[config.mk]
export PLATFORM = sky130hd
export DESIGN_NAME = txcg_encoder
export DESIGN_NICKNAME = d
export VERILOG_FILES = /design/src/rtl/txcg_pkg.sv /design/src/rtl/txcg_nibble_map.sv /design/src/rtl/txcg_frame_seq.sv /design/src/rtl/txcg_encoder.sv
export SDC_FILE = /design/constraint.sdc
export NUM_CORES = 1
export LEC_CHECK = 0
export ABC_AREA = 1
export BUFFER_PORTS_ARGS = -buffer_cell sky130_fd_sc_hd__buf_2
export CELL_PAD_IN_SITES_DETAIL_PLACEMENT = 1
export CELL_PAD_IN_SITES_GLOBAL_PLACEMENT = 1
export CORE_MARGIN = 3
export CORE_UTILIZATION = 33
export DETAILED_ROUTE_END_ITERATION = 8
export GPL_ROUTABILITY_DRIVEN = 0
export PLACE_DENSITY_LB_ADDON = 0.08
export SLEW_MARGIN = 20
export SYNTH_ARGS = -nofsm -noshare
export SYNTH_HDL_FRONTEND = slang
export SYNTH_HIERARCHICAL = 1
export SYNTH_SLANG_ARGS = --single-unit
[constraint.sdc]
create_clock -name clk -period 2 [get_ports clk]
set_input_delay 0 -clock clk [delete_from_list [all_inputs] [get_ports clk]]
set_output_delay 0 -clock clk [all_outputs]
set_load 0.02 [all_outputs]
[src/rtl/txcg_pkg.sv]
package txcg_pkg;
  localparam int NIB_W  = 4;
  localparam int CODE_W = 5;

  typedef logic [CODE_W-1:0] code_t;
  typedef logic [NIB_W-1:0]  nib_t;

  localparam code_t CG_IDLE = 5'b11111;
  localparam code_t CG_J    = 5'b11000;
  localparam code_t CG_K    = 5'b10001;
  localparam code_t CG_T    = 5'b01101;
  localparam code_t CG_R    = 5'b00111;
  localparam code_t CG_H    = 5'b00100;

  typedef enum logic [1:0] {ST_IDLE, ST_SSD, ST_DATA, ST_ESD} seq_state_e;
  typedef enum logic [2:0] {SEL_IDLE, SEL_J, SEL_K, SEL_DATA, SEL_ERR, SEL_T, SEL_R} sel_e;

  function automatic code_t nib_to_code(input nib_t n);
    code_t c;
    case (n)
      4'h0: c = 5'b11110;
      4'h1: c = 5'b01001;
      4'h2: c = 5'b10100;
      4'h3: c = 5'b10101;
      4'h4: c = 5'b01010;
      4'h5: c = 5'b01011;
      4'h6: c = 5'b01110;
      4'h7: c = 5'b01111;
      4'h8: c = 5'b10010;
      4'h9: c = 5'b10011;
      4'hA: c = 5'b10110;
      4'hB: c = 5'b10111;
      4'hC: c = 5'b11010;
      4'hD: c = 5'b11011;
      4'hE: c = 5'b11100;
      default: c = 5'b11101;
    endcase
    return c;
  endfunction
endpackage

[src/rtl/txcg_nibble_map.sv]
module txcg_nibble_map
  import txcg_pkg::*;
(
  input  nib_t  nib,
  output code_t cg
);
  assign cg = nib_to_code(nib);
endmodule

[src/rtl/txcg_frame_seq.sv]
module txcg_frame_seq
  import txcg_pkg::*;
(
  input  logic       clk,
  input  logic       rst,
  input  logic       tx_en,
  input  logic       tx_er,
  output sel_e       sel,
  output seq_state_e state
);
  seq_state_e st_nx;

  // named events for the checks
  logic sof_evt, eof_evt;
  assign sof_evt = (sel == SEL_J);
  assign eof_evt = (sel == SEL_T);

  always_comb begin
    sel   = SEL_IDLE;
    st_nx = state;
    case (state)
      ST_IDLE: begin
        if (tx_en) begin
          sel   = SEL_J;
          st_nx = ST_SSD;
        end
      end
      ST_SSD: begin
        sel   = SEL_K;
        st_nx = ST_DATA;
      end
      ST_DATA: begin
        if (!tx_en) begin
          sel   = SEL_T;
          st_nx = ST_ESD;
        end else if (tx_er) begin
          sel = SEL_ERR;
        end else begin
          sel = SEL_DATA;
        end
      end
      default: begin
        sel   = SEL_R;
        st_nx = ST_IDLE;
      end
    endcase
  end

  always_ff @(posedge clk) begin
    if (rst) state <= ST_IDLE;
    else     state <= st_nx;
  end

  AST_J_THEN_K: assert property (@(posedge clk) disable iff (rst)
    sof_evt |=> (sel == SEL_K));
  AST_T_THEN_R: assert property (@(posedge clk) disable iff (rst)
    eof_evt |=> (sel == SEL_R));
  AST_ERR_IN_FRAME: assert property (@(posedge clk) disable iff (rst)
    (sel == SEL_ERR) |-> (state == ST_DATA));
endmodule

[src/rtl/txcg_encoder.sv]
module txcg_encoder
  import txcg_pkg::*;
(
  input  logic       clk,
  input  logic       rst,
  input  logic       tx_en,
  input  logic       tx_er,
  input  logic [3:0] txd,
  output logic [4:0] code
);
  sel_e       sel;
  seq_state_e seq_st;
  code_t      data_cg;
  code_t      next_cg;

  txcg_nibble_map u_map (
    .nib (txd),
    .cg  (data_cg)
  );

  txcg_frame_seq u_seq (
    .clk   (clk),
    .rst   (rst),
    .tx_en (tx_en),
    .tx_er (tx_er),
    .sel   (sel),
    .state (seq_st)
  );

  always_comb begin
    case (sel)
      SEL_J:    next_cg = CG_J;
      SEL_K:    next_cg = CG_K;
      SEL_DATA: next_cg = data_cg;
      SEL_ERR:  next_cg = CG_H;
      SEL_T:    next_cg = CG_T;
      SEL_R:    next_cg = CG_R;
      default:  next_cg = CG_IDLE;
    endcase
  end

  always_ff @(posedge clk) begin
    if (rst) code <= CG_IDLE;
    else     code <= next_cg;
  end

  AST_ERR_TO_H: assert property (@(posedge clk) disable iff (rst)
    (sel == SEL_ERR) |=> (code == CG_H));
  AST_IDLE_QUIET: assert property (@(posedge clk) disable iff (rst)
    (seq_st == ST_IDLE && !tx_en) |=> (code == CG_IDLE));
  AST_R_THEN_J_OR_I: assert property (@(posedge clk) disable iff (rst)
    (code == CG_R) |=> (code == CG_J || code == CG_IDLE));
  AST_DATA_MAPPED: assert property (@(posedge clk) disable iff (rst)
    (sel == SEL_DATA) |=> (code != CG_IDLE && code != CG_H));
endmodule

==> flow_summary.yaml <==
run_status:
  status: "finished, final reports clean"
timing:
  skew_ps: 4.25
  max_freq_ghz: 0.578
  finalHoldViolCount: 0
  min_period_ps: 1730
  relSlewSlack_pct: 67.8
  fin_crit_sh_pct: 86.5
  finalSetupViolCount: 0
  tightest_slew_ps: 484
  rsz0062_at_grt: "false"
  fin_setup_tns_ps: 0
  hold-worst-slack_ps: 22.0
  slew_violations: 0
critical_path:
  r2r_end: "code[0]$_SDFF_PP1_"
  worstSetupStartpointType: "flop"
  cp_max_fo: 6
  crit_type: "reg2reg"
  required_ps: 2130
  r2r_slack_ps: 270
  crit_path_end_kind: "flop"
  arrival_ps: 1860
  r2r_start: "u_seq/state[1]$_SDFFE_PP0P_"
  reg2regPathDepth: 7
global_routing:
  grt_use_total_pct: 14.0
  grt-ovfl-total: 0
  grt_max_degree: 8
  grt_pass1_wl_um: 2080
  grt_pass1_vias: 506
  antenna_found_initial: 0
min_path:
  hold_path_class: "in2reg"
  worstHoldStart: "txd[0]"
  holdPathStages: 3
  hold_path_end: "code[0]$_SDFF_PP1_"
power_and_ir_drop:
  clockPowerShare_pct: 14.5
  power_density_nw_per_um2: 1430
  vdd_drop_max_uv: 425
  p_int_uw: 462
  pwr-share-seq_pct: 25.6
  p_sw_share_pct: 47.8
  power.switching_uw: 423
  pwr-share-comb_pct: 59.8
  total_leakage_power_uw: 0.000338
yosys:
  seq_area_frac_synth_pct: 27.7
  yosys_warnings: 6
  avgSynthCellArea_um2: 6.16
  synth_area_um2: 505
  synth_fp_nets: 94
  synth_cell_types: 15
  syn_inst: 82
  yosys_register_bits: 7
finish:
  mostFrequentLayoutCells: "nand2_1, inv_1, buf_2"
  drive_above_1_share_pct: 23.2
  final_area_um2: 621
  area_growth_pct: 22.8
  seq_area_um2: 140
  n_antenna_cell: 0
  finalNetCount: 112
  multi_input_comb_area_um2: 302
  final_common_cell: "nand2_1"
  fillers: 195
drt:
  drc: 0
  drt_first_iter_violations: 9
  vias: 521
  viasPerCell: 4.57
  dr.pass1.iters: 4
  wl_per_cell_um: 10.2
  antenna_left: 0
  drt_wl_total_um: 1170
floorplan:
  row_count: 13
  die-area_um2: 2040
  initial_core_util_pct: 37.0
  io_pins: 13
  fp.dieH_um: 45.1
  core_area_um2: 1370
  die_x_um: 45.1
job:
  cap_viol_max_count: 0
clock_tree:
  cts_hold_buffers: 1
  cts-root-buf: "clkbuf_4"
  htree_levels: 1
  cts_buffers: 3
  clkSinkCount: 7
  clockBufferDepth: 2
  post_cts_buffers: 0
  cts_tree: "done"
  clkTransAtPathRegs_ps: 50
  clock_latency_ps: 250
  cts-resized-gates: 0
place:
  hpwl_um: 980
  io_buffers: 12
  dpl_cell_area_um2: 584
==> layout make-up <==
class / instances / share of cell area (%)
Sequential cell: 7 / 22.6
Inverter: 15 / 9.07
Multi-Input combinational cell: 59 / 48.6
Timing Repair Buffer: 14 / 12.5
Clock buffer: 4 / 4.23
Tap cell: 15 / 3.02
==> worst max path at each step <==
stage / start / end / slack [ps] / cells past startpoint
final: u_seq/state[1]$_SDFFE_PP0P_ / code[0]$_SDFF_PP1_ / 270 / 7
after global routing: u_seq/state[0]$_SDFFE_PP0P_ / code[0]$_SDFF_PP1_ / 30 / 7
after CTS: u_seq/state[1]$_SDFFE_PP0P_ / code[0]$_SDFF_PP1_ / 270 / 7
after detailed placement: u_seq/state[1]$_SDFFE_PP0P_ / code[0]$_SDFF_PP1_ / 280 / 7
after global placement: u_seq/state[1]$_SDFFE_PP0P_ / code[0]$_SDFF_PP1_ / 320 / 7
after floorplan: u_seq/state[0]$_SDFFE_PP0P_ / code[1]$_SDFF_PP1_ / 440 / 7
==> state kept, by name (all words and copies together), names as in the netlist <==
name and flops:
code 5, u_seq/state 2
==> cells in the mapped netlist <==
cell	instances	area [µm²]
nand3_2	3	30.0
nor2_1	7	26.3
o21ai_1	3	15.0
o21ai_0	2	10.0
a21oi_1	2	10.0
dfxtp_1	7	140
nand2_2	1	6.26
nand2_1	28	105
nand3_1	7	35.0
o21bai_1	1	7.51
inv_1	13	48.8
ha_1	4	50.1
inv_2	2	7.51
buf_4	1	7.51
nor2_2	1	6.26
==> worst max-delay path, stage by stage, from the launching register on <==
cell and delay [ps]:
dfxtp_1 340, inv_1 90, ha_1 220, nand2_1 70
a21oi_1 420, inv_1 140, a21oi_1 220, nand3_2 110
==> layer usage <==
metal  share of wire (%)  GRT usage, %  vias to the layer above
li1                    -             -                      284
met3                 4.6          2.39                        4
met1                  52          18.5                      220
met2                  41          20.9                       13
met5                   0             0                        -
met4                 2.2          8.77                        0
==> power groups by stage <==
stage	Combinational [µW]	Sequential [µW]	Clock (µW)
after CTS	538	228	132
final	529	227	129
after floorplan	336	276	0
after global routing	619	234	135
after global placement	530	226	0
after detailed placement	533	230	0
==> kinds of logic (layout without fill, tap and decap cells) <==
group	Yosys count	count (layout)	synth area share, %
adders and majority gates	4	4	9.90
buffers and inverters	16	33	12.6
and+or+nand+nor	47	47	41.3
DFF	7	7	27.7
AOI/OAI and AO/OA	8	8	8.42
==> through the flow <==
step           setup slack, ps  utilization, %  power, µW  std cells
2_1_floorplan              444               -        612         82
3_3_place_gp               325            42.8        756        109
3_5_place_dp               280            42.8        763        109
4_1_cts                    272            45.4        898        114
5_1_grt                   34.3            45.4        989        114
6_report                   271            45.4        885        114
Power figures use the tool's default switching activity.
